==> src/rtl/cascade_timer.sv <==
module cascade_timer (
  input  logic       clk,
  input  logic       rst_n,
  input  logic       tick_en,
  input  logic       wr_en,
  input  logic       rd_en,
  input  logic [2:0] addr,
  input  logic [7:0] wdata,
  output logic [7:0] rdata,
  output logic       irq0,
  output logic       irq1
);
  localparam logic [2:0] A_CTRL = 3'd3;
  localparam logic [2:0] A_CLR  = 3'd4;
  localparam logic [2:0] A_ACK0 = 3'd5;
  localparam logic [2:0] A_ACK1 = 3'd6;
  localparam logic [2:0] MODE_RATE = 3'b010;

  logic [15:0] cnt [3];
  logic [15:0] rl  [3];
  logic [15:0] lat [3];
  logic [7:0]  lo_hold [3];
  logic [2:0]  latched, rd_hi, wr_hi, run, rate;
  logic [2:0]  tc, en;
  logic [15:0] src;

  wire [1:0] sel      = wdata[7:6];
  wire       ctrl_wr  = wr_en && addr == A_CTRL && sel != 2'd3;
  wire       latch_cmd = ctrl_wr && wdata[5:4] == 2'b00;
  wire       prog_cmd  = ctrl_wr && wdata[5:4] != 2'b00;

  assign tc[2] = run[2] && tick_en && cnt[2] == 16'd1;
  assign tc[0] = run[0] && tc[2] && cnt[0] == 16'd1;
  assign tc[1] = run[1] && tc[2] && cnt[1] == 16'd1;
  assign en    = {tick_en, tc[2], tc[2]};

  wire clr0 = (wr_en && addr == A_CLR && wdata[0]) || (rd_en && addr == A_ACK0);
  wire clr1 = (wr_en && addr == A_CLR && wdata[1]) || (rd_en && addr == A_ACK1);

  always_ff @(posedge clk or negedge rst_n) begin
    if (!rst_n) begin
      for (int i = 0; i < 3; i++) begin
        cnt[i] <= '0;
        rl[i] <= '0;
        lat[i] <= '0;
        lo_hold[i] <= '0;
      end
      latched <= '0;
      rd_hi <= '0;
      wr_hi <= '0;
      run <= '0;
      rate <= '0;
    end else begin
      for (int i = 0; i < 3; i++) begin
        if (run[i] && en[i])
          cnt[i] <= (cnt[i] == 16'd1) ? rl[i] : cnt[i] - 16'd1;
        if (wr_en && addr == 3'(i)) begin
          if (!wr_hi[i]) begin
            lo_hold[i] <= wdata;
            wr_hi[i] <= 1'b1;
          end else begin
            rl[i] <= {wdata, lo_hold[i]};
            cnt[i] <= {wdata, lo_hold[i]};
            run[i] <= rate[i];
            wr_hi[i] <= 1'b0;
          end
        end
        if (prog_cmd && sel == 2'(i)) begin
          rate[i] <= wdata[3:1] == MODE_RATE;
          run[i] <= 1'b0;
          wr_hi[i] <= 1'b0;
          rd_hi[i] <= 1'b0;
          latched[i] <= 1'b0;
        end
        if (latch_cmd && sel == 2'(i) && !latched[i]) begin
          lat[i] <= cnt[i];
          latched[i] <= 1'b1;
        end
        if (rd_en && addr == 3'(i)) begin
          rd_hi[i] <= !rd_hi[i];
          if (rd_hi[i]) latched[i] <= 1'b0;
        end
      end
    end
  end

  always_ff @(posedge clk or negedge rst_n) begin
    if (!rst_n) begin
      irq0 <= 1'b0;
      irq1 <= 1'b0;
    end else begin
      if (clr0) irq0 <= 1'b0;
      if (tc[0]) irq0 <= 1'b1;
      if (clr1) irq1 <= 1'b0;
      if (tc[1]) irq1 <= 1'b1;
    end
  end

  always_comb begin
    src = '0;
    rdata = '0;
    case (addr)
      3'd0, 3'd1, 3'd2: begin
        src = latched[addr[1:0]] ? lat[addr[1:0]] : cnt[addr[1:0]];
        rdata = rd_hi[addr[1:0]] ? src[15:8] : src[7:0];
      end
      A_ACK0: rdata = {7'd0, irq0};
      A_ACK1: rdata = {7'd0, irq1};
      default: rdata = '0;
    endcase
  end

  assert_cascade_gate_R4: assert property (@(posedge clk) disable iff (!rst_n)
    (!tc[2] && !(wr_en && addr == 3'd0)) |=> $stable(cnt[0]));
  assert_strobe_hold_R8: assert property (@(posedge clk) disable iff (!rst_n)
    (!run[2] && !(wr_en && addr == 3'd2)) |=> $stable(cnt[2]));
  assert_reload_R3: assert property (@(posedge clk) disable iff (!rst_n)
    (tc[2] && !wr_en) |=> cnt[2] == $past(rl[2]));
  assert_sticky_R9: assert property (@(posedge clk) disable iff (!rst_n)
    (irq0 && !clr0) |=> irq0);
  assert_clear_R10: assert property (@(posedge clk) disable iff (!rst_n)
    (wr_en && addr == A_CLR && wdata[1] && !tc[1]) |=> !irq1);
  assert_ack_R11: assert property (@(posedge clk) disable iff (!rst_n)
    (rd_en && addr == A_ACK0 && !tc[0]) |=> !irq0);
  assert_latch_hold_R6: assert property (@(posedge clk) disable iff (!rst_n)
    (latched[2] && !(rd_en && addr == 3'd2) && !prog_cmd) |=> $stable(lat[2]));
endmodule

==> config.mk <==
export PLATFORM = sky130hd
export DESIGN_NAME = cascade_timer
export DESIGN_NICKNAME = d
export VERILOG_FILES = /design/src/rtl/cascade_timer.sv
export SDC_FILE = /design/constraint.sdc
export NUM_CORES = 1
export LEC_CHECK = 0
export BUFFER_PORTS_ARGS = -buffer_cell sky130_fd_sc_hd__buf_4
export CAP_MARGIN = 20
export CORE_MARGIN = 1
export CORE_UTILIZATION = 43
export CTS_CLUSTER_DIAMETER = 120
export DETAILED_ROUTE_END_ITERATION = 12
export PLACE_DENSITY = 0.57
export SETUP_SLACK_MARGIN = 0.3
export SLEW_MARGIN = 20
export SYNTH_ARGS = -nofsm -noshare
export SYNTH_HDL_FRONTEND = slang
export SYNTH_SLANG_ARGS = --single-unit
==> constraint.sdc <==
create_clock -name clk -period 2.4 [get_ports clk]
set_clock_uncertainty 0.1 [all_clocks]
set_input_delay 0.24 -clock clk [delete_from_list [all_inputs] [get_ports clk]]
set_output_delay 0.24 -clock clk [all_outputs]
set_load 0.02 [all_outputs]
After elaboration in Yosys (flattened, before gate mapping):

Index checks and enable logic that the tools add are counted.

* output and inout bits: 10
* flip-flop bits (word level): 185
* word-level logic and storage cells: 177
* input port bits: 16

* bitwise logic cells: 4
* multiplexer cells: 65
* add/sub/neg operators: 3
* magnitude comparators: 2
* equal/unequal tests: 13
* reduce and logical (&&, ||, !) cells: 63

Operator list (count)
* $mux W16: 17
* $bmux W16 S2: 2
* $eq A16 B1 Y1 const B: 3
* $sub A16 B1 Y16 const B: 3
* $mux W1: 42
* $logic_and A1 B1 Y1: 30
* $pmux W8 S3: 1
* $reduce_bool A2 Y1: 12
* $reduce_and A2 Y1: 9
* $eq A3 B2 Y1 const B: 3
* $eq A3 B3 Y1 const B: 3
* $mux W8: 1
* $logic_not A1 Y1: 6
* $bmux W1 S2: 2
* $logic_not A2 Y1: 2
* $eq A3 B1 Y1 const B: 1
* $ge A3 B3 Y1 const B: 1
* $logic_not A3 Y1: 1
* $lt A2 B3 Y1 const B: 1
* $not A1 Y1: 3
* $not A2 Y3: 1
* $reduce_or A3 Y1: 1
* $eq A2 B1 Y1 const B: 1
* $eq A2 B2 Y1 const B: 1
* 2 further kinds: 3

Logic depth before layout (Yosys ltp):

Gate-level depths: netlist of the first run.

* depth after elaboration: 9
* gate-level depth with buffers: 9
* gate-level depth less buffers: 7

Worst setup path before layout of the first run:

Ideal clock, no wire load.

* path kind: reg2reg
* start: register cnt[1] in the netlist's numbering
* end: register cnt[4] in the netlist's numbering
* data required time: 2.178 ns
* clock period less this slack: 2.389 ns
* stages on the path, launching flop included: 8
* buffers on the path: 0
* arrival time: 2.167 ns
* library setup time: 0.122 ns
* slack: 0.011 ns
* cell sequence: dfrtp_1 > inv_1 > ha_1 > or4b_4 > or4_4 > nor3_4 > nand2b_1 > a32o_1

* word-level cells in the longest chain between the ends: 5
* elaborated cells between the ends (all ways): 6
* those cells by class: add/sub (1); eq/ne (1); mux (4)

RTL lines
* start, declared: RTL line 19 `logic [15:0] cnt [3];`
* start signal, assigned by index: RTL line 56 `cnt[i] <= (cnt[i] == 16'd1) ? rl[i] : cnt[i] - 16'd1;`
* start signal, assigned by index: RTL line 63 `cnt[i] <= {wdata, lo_hold[i]};`
* $sub A16 B1 Y16 or $eq A16 B1 Y1 (tied branches): RTL line 56
* $mux W16 (*): RTL line 56
* $mux W16 (*): RTL line 55 `if (run[i] && en[i])`
* $mux W16: RTL line 58 `if (!wr_hi[i]) begin`
* $mux W16 (*): RTL line 57 `if (wr_en && addr == 3'(i)) begin`

Mark *: on every way between the ends. The rest lies on a longest branch, timed or not.
A chain may end at the register's enable or synchronous reset.

Worst setup path in the final report of the first run:

Same ends and word-level chain as after synthesis.

==> reports/qor.yml, run 1 <==
run_status:
  outcome: "finished, violations left"
  violations: "negative setup slack"
synthesis:
  synth_edf_count: 0
  synthFlopType: "dfrtp_1"
  yosys_warnings: 0
  seq_area_frac_synth_pct: 46.9
  synth_top_area_cell: "dfrtp_1"
  synthTopCellsByArea: "dfrtp_1, mux2_2, nand2_1"
  syn-mean-instance-area_sq_um: 9.49
  async_flop_share_pct: 100
  netlist_instances: 1039
  synthesis.nets: 1061
  synth_top_area_share_pct: 46.9
  synth_seq_cells: 185
  synth.distinct_cells: 69
  syn-cell-area_sq_um: 9860
sta:
  post-route-min-period_ns: 2.41
  rsz0062_at_grt: "yes"
  fin_crit_sh_pct: 100
  hold_viol: 0
  worst_pin_slew_ns: 0.796
  setup_viol: 1
  worst_slack_ns: -0.00748
  drv_slew: 0
  fmax_mhz: 415
  maxSlewHeadroom_pct: 46.9
clocking:
  clk_pin_slew_ns: 0.07
  cts_root_buffer: "clkbuf_16"
  cts.sinks: 185
  cts_tree: "yes"
  numCtsBuffers: 17
  clk_latency_ns: 0.43
  clockBufferDepth: 2
  cts_max_level: 4
setup_path:
  slowest_stage: "or4b_4"
  path_class: "reg -> reg"
  worstPathRequired_ns: 2.62
  startpoint_type: "flop"
  critPathCaptureType: "flop"
  slowest_delay_ns: 0.49
  crit_fanout: 6
  crit_chain: "inv_2, ha_4, or4b_4, or4_4, nor3_4, nand2b_1, a32o_1"
  crit_arrival_ns: 2.63
finish:
  design_area_sq_um: 12500
  nets: 1156
  nFillCells: 1993
  final_cells: 1433
  multi_input_area_sq_um: 5350
  syn2layout_area_growth_pct: 27.2
  drive_above_1_share_pct: 32.6
  seq_area_sq_um: 4640
route:
  drt-wirelength-per-cell_um: 21.6
  drt-initial-drc-count: 640
  postRouteWirelength_um: 30900
  first_pass_iters: 5
  route.detailed.drc: 0
  vias: 8496
  via_per_inst: 5.93
  ant_nets: 0
power:
  seq_power_share_pct: 39.4
  power_switching_share_pct: 36.6
  internal_power_w: 0.00761
  max-vdd-ir-drop_mv: 0.525
  power.share.clock_pct: 25.6
  switchingPower_w: 0.00439
  power.leakage_nw: 5.62
  powerDensity_nw_per_um2: 956
  combPwrFrac_pct: 35.0
placement:
  dpl_cell_area_sq_um: 11000
  hpwl_um: 20900
  place_congestion: 0.870
  portBuffers: 25
  placedCellCount: 1360
floorplan:
  die_x_um: 153
  core_sq_um: 22600
  initial_core_util_pct: 43.7
  rows: 55
  dieArea_sq_um: 23500
  io_pins: 26
  die_h_um: 153
global_route:
  grt_pass1_wl_um: 48300
  antenna_found_initial: 0
  grt_pass1_vias: 8294
  grt_max_degree: 50
  grt_overflow: 0
  gr-usage-all-layers_pct: 27.1
flow_run:
  maxCapViolations: 0
min_path:
  min_path_type: "in -> reg"
-- final cells by class --
cell class,instances,share of cell area [%]
multi-input combinational,753,42.6
antenna,1,0.0199
sequential,185,36.9
inverter,22,0.658
tap,285,2.84
clock buffer,17,3.39
timing repair buffer,155,11.8
clock inverter,15,1.69
-- power by group through the flow --
stage          Sequential [W]  Combinational, W  Clock (W)
2_1_floorplan         0.00451           0.00223          0
3_3_place_gp          0.00472           0.00358          0
3_5_place_dp          0.00474           0.00363          0
4_1_cts               0.00471           0.00387    0.00312
5_1_grt               0.00482           0.00455    0.00325
6_report              0.00472           0.00420    0.00308
-- metal layers --
layer / global-route usage (%) / part of all wire (%) / wire, um
met1: 38.9 / 47 / 14600
met2: 41.9 / 46 / 14200
met3: 4.08 / 5.0 / 1560
met4: 9.05 / 2.1 / 643
met5: 0 / 0 / 0
-- path summary, 6_finish.rpt --
kind,start,endpoint,slack [ns],cells past startpoint
worst min-delay path,wdata[0],rl[8],0.04,3
worst min register to register,rl[28],rl[28],0.38,2
worst max-delay path,cnt[1],cnt[4],-0.007,7
min in group asynchronous,rst_n,lat[11],0.22,2
max in group asynchronous,rst_n,cnt[35],1.30,3
worst max register to register,cnt[1],cnt[4],-0.007,7
-- repair_timing --
action | in CTS | in global routing
resized for setup | 74 | 56
hold buffers | 1 | 0
buffers inserted | 20 | 15
hold endpoints to repair | 46 | 0
setup endpoints to repair | 57 | 58
pin swaps | 55 | 40
gates cloned | 4 | 0
-- flip-flops by register name, summed over array words and instances, names as in the netlist --
register / flops
latched: 3
wr_hi: 3
rd_hi: 3
run: 3
lo_hold: 24
rl: 48
cnt: 48
irq1: 1
rate: 3
lat: 48
irq0: 1
-- critical path: cells and delay by family (launching register included) --
family,cells,cell delay [ns]
AO/OA/AOI/OAI,1,0.24
flip-flops,1,0.39
buffers and inverters,1,0.08
adder cells (fa/ha/maj),1,0.12
AND/OR/NAND/NOR,4,1.37
-- placed cells by master (no fill, tap or decap), types with 15 or more instances in the layout --
| cell type | count |
|---|---|
| a21oi_1 | 33 |
| clkbuf_16 | 17 |
| dfrtp_1 | 180 |
| o211ai_1 | 32 |
| buf_4 | 119 |
| nand2_1 | 187 |
| nand3_1 | 18 |
| o21ai_1 | 30 |
| o21ai_0 | 41 |
| a21oi_2 | 15 |
| inv_1 | 21 |
| mux2_2 | 76 |
| nor2_1 | 45 |
| mux2i_1 | 40 |
-- cells in the mapped netlist (12+ instances only) --
master      n
dfrtp_1   185
nor2_1     46
nor3_1     17
nor4_1     13
a21oi_1    48
o21ai_0    81
a211oi_1   14
o31ai_1    15
a31oi_1    12
clkbuf_1   61
mux2i_1    43
o211ai_1   32
nand3_1    21
nand2_1   190
inv_1      22
and3_1     16
mux2_2     77
-- logic make-up (layout without fill, tap and decap cells) --
family / after synthesis / after routing / synth area share, %
compound gates: 253 / 253 / 16.5
simple gates: 373 / 374 / 18.4
other cells: 0 / 1 / 0
fa+ha+maj: 6 / 6 / 0.761
mux: 120 / 120 / 13.2
buf+inv: 102 / 209 / 4.27
flops: 185 / 185 / 46.9
-- metrics by stage --
step	util (%)	setup TNS [ns]	power, W	worst slack (ns)	hold slack [ns]
floorplan	-	0	0.00674	0.0518	-0.156
global placement	48.7	-0.0632	0.00830	-0.0632	0.136
detailed placement	48.7	-0.0417	0.00837	-0.0417	0.130
CTS	54.0	0	0.0117	0.0129	0.0300
global route	55.6	-0.171	0.0126	-0.0694	0.0459
finish	55.6	-0.00748	0.0120	-0.00748	0.0419
Note: power is estimated with default switching activity, not from simulation.
==> run 2, diff against run 1 <==
--- a/config.mk
+++ b/config.mk
@@ -5,6 +5,7 @@
 export SDC_FILE = /design/constraint.sdc
 export NUM_CORES = 1
 export LEC_CHECK = 0
+export ABC_AREA = 1
 export BUFFER_PORTS_ARGS = -buffer_cell sky130_fd_sc_hd__buf_4
 export CAP_MARGIN = 20
 export CORE_MARGIN = 1
@@ -12,6 +13,7 @@
 export CTS_CLUSTER_DIAMETER = 120
 export DETAILED_ROUTE_END_ITERATION = 12
 export PLACE_DENSITY = 0.57
+export RECOVER_POWER = 50
 export SETUP_SLACK_MARGIN = 0.3
 export SLEW_MARGIN = 20
 export SYNTH_ARGS = -nofsm -noshare
==> run 2 against run 1 <==
  * The flow finishes with violations (max-capacitance violations, max-slew violations)
  * Via count is 13% higher
  * Non-clock buffer count is 66 lower
  * Synthesized area is 2.5% higher
  * Synthesized cell count is 36% higher
  * Routed wire length is 10% higher
  * Register-to-register slack better by 0.40 ns
  * Flip-flop and latch count stayed put
  * Count of clock-buffer cells in the layout is 1 higher
  * Design area is 5.2% lower
  * Maximum frequency is 7.0% higher
  * Largest cell class unchanged
==> reports/qor.yml, run 2 <==
clocking:
  clk_latency_ns: 0.44  # about the same
  numCtsBuffers: 17  # unchanged
  clockBufferDepth: 2  # unchanged
  cts.sinks: 185  # unchanged
  cts_tree: "yes"
  clk_pin_slew_ns: 0.08  # about the same
  cts_max_level: 4  # unchanged
  cts_root_buffer: "clkbuf_16"
setup_path:
  path_class: "reg -> out"
  worstPathRequired_ns: 2.06  # -0.56 ns
  crit_arrival_ns: 1.91  # -0.72 ns
  crit_fanout: 7  # +1
  critPathCaptureType: "output pin"
  startpoint_type: "flop"
finish:
  syn2layout_area_growth_pct: 17.6
  drive_above_1_share_pct: 13.9  # -19 points
  final_cell_mix: "nand2_1, dfrtp_1, inv_1, nand3_1, nor2_1"
  reg.largest.list: "cnt (48), lat (48), rl (48)"
  nets: 1500  # +30%
  antenna-diode-count: 0  # -1
  final_common_cell: "nand2_1"
  final_util_pct: 52.1  # -3.5 points
  design_area_sq_um: 11900  # -5.2%
  nFillCells: 2298  # +15%
route:
  postRouteWirelength_um: 34100  # +10%
  vias: 9575  # +13%
  drt-initial-drc-count: 804  # +26%
  drt-wirelength-per-cell_um: 18.9  # -12%
  route.detailed.drc: 0  # unchanged
  ant_nets: 0  # unchanged
  via_per_inst: 5.31  # -10%
  first_pass_iters: 6  # +1
sta:
  hold_viol: 0  # unchanged
  rsz0062_at_grt: "yes"
  maxSlewHeadroom_pct: -9.89  # -57 points
  setup_viol: 0  # -1
  drv_slew: 66  # +66
  fin_crit_sh_pct: 93.7  # -6.6 points
  worst_pin_slew_ns: 1.65  # +0.852 ns
  post-route-min-period_ns: 2.25  # -0.158 ns
  fmax_mhz: 445  # +7.0%
  fin_tns_setup_ns: 0  # +0.00748 ns
synthesis:
  netlist_instances: 1412  # +36%
  synth_common_cells: "nand2_1, dfrtp_1, nor2_1, nand3_1, inv_1"
  seq_area_frac_synth_pct: 45.8  # -1.2 points
  synth_seq_cells: 185  # unchanged
  synth_top_area_share_pct: 45.8  # -1.2 points
  syn-cell-area_sq_um: 10100  # +2.5%
  synthFlopType: "dfrtp_1"
  synth_top_area_cell: "dfrtp_1"
  synth_edf_count: 0  # unchanged
  synth.distinct_cells: 32  # -54%
  synthTopCellsByArea: "dfrtp_1, nand2_1, nand3_1"
  synthesis.nets: 1434  # +35%
  yosys_warnings: 0  # unchanged
  post-synth-top-count-cell: "nand2_1"
  async_flop_share_pct: 100  # unchanged
  syn-mean-instance-area_sq_um: 7.16  # -25%
run_status:
  outcome: "finished, violations left"
  violations: "max-capacitance violations, max-slew violations"
floorplan:
  io_pins: 26  # unchanged
  die_h_um: 155  # +1.2%
  die_x_um: 155  # +1.2%
  rows: 55  # unchanged
  dieArea_sq_um: 24100  # +2.5%
  initial_core_util_pct: 44.3  # +0.56 points
  core_sq_um: 22800  # +1.2%
min_path:
  min_path_type: "in -> reg"
power:
  power.leakage_nw: 5.96  # +6.2%
  power_w: 0.0107  # -11%
  max-vdd-ir-drop_mv: 0.425  # -19%
  powerDensity_nw_per_um2: 896  # -6.3%
global_route:
  gr-usage-all-layers_pct: 29.9  # +2.8 points
  grt_overflow: 0  # unchanged
  antenna_found_initial: 1  # +1
  grt_pass1_wl_um: 53300  # +10%
  grt_pass1_vias: 9040  # +9.0%
  grt_max_degree: 69  # +38%
flow_run:
  maxCapViolations: 1  # +1
placement:
  hpwl_um: 25700  # +23%
  portBuffers: 25  # unchanged
  dpl_cell_area_sq_um: 10900  # -0.55%
  place_congestion: 0.943  # +8.4%
[run 2: layout make-up]
cell class	instances	area [sq um]	share of cell area [%]
clock buffer	18	439	3.69
clock inverter	14	151	1.27
inverter	125	474	3.99
multi-input combinational	1059	5010	42.1
sequential	185	4630	38.9
tap	313	392	3.29
timing repair buffer	89	793	6.67
timing repair inverter	1	3.75	0.0316
[run 2: per-layer routing]
layer	GRT usage, %	share of wire, %
met1	42.9	46
met2	46.1	44
met3	4.90	7.0
met4	9.20	2.7
met5	0	0.038
[run 2: kinds of logic after synthesis]
| family | share of synthesized area, % |
|---|---|
| buffers and inverters | 6.82 |
| adder cells (fa/ha/maj) | 0.742 |
| XOR/XNOR | 0.866 |
| flip-flops | 45.8 |
| AO/OA/AOI/OAI | 9.91 |
| AND/OR/NAND/NOR | 35.9 |
[run 2: timing repair]
action,CTS,global route
resized for setup,34,41
pin swaps,12,13
setup buffers,4,9
setup endpoints to repair,9,57
hold endpoints to repair,63,0
cloned,3,0
hold buffers,1,0
[run 2: where the power goes]
group,switching [W],internal (W)
registers,0.000575,0.00377
clock network,0.00142,0.00142
logic,0.00230,0.00117
[run 2: critical path, stage by stage (launching register included)]
cell and delay [ns]:
dfrtp_1 0.36, inv_2 0.05, o21ai_2 0.12, nor3b_4 0.26
buf_4 0.16, buf_8 0.13, nand3_2 0.07, a21oi_2 0.16
buf_4 0.17
[run 2: path summary, 6_finish.rpt]
| path | from | to | slack [ns] | depth (start not counted) |
|---|---|---|---|---|
| min in group asynchronous | rst_n | lo_hold[19] | 0.66 | 2 |
| hold reg to reg | rl[39] | rl[39] | 0.38 | 2 |
| max in group asynchronous | rst_n | rate[1] | 0.40 | 3 |
| setup reg to reg | cnt[1] | irq0 | 0.39 | 9 |
| setup / recovery | rd_hi[2] | rdata[6] | 0.15 | 8 |
| hold / removal | wdata[5] | cnt[45] | 0.04 | 3 |
[run 2: through the flow]
step                hold WS (ns)  std cells  setup WS (ns)
detailed placement         0.197       1755          0.303
finish                    0.0394       1804          0.151
global placement           0.194       1755          0.318
global route              0.0329       1804         0.0553
floorplan                 -0.156       1412          0.589
CTS                       0.0193       1795          0.111
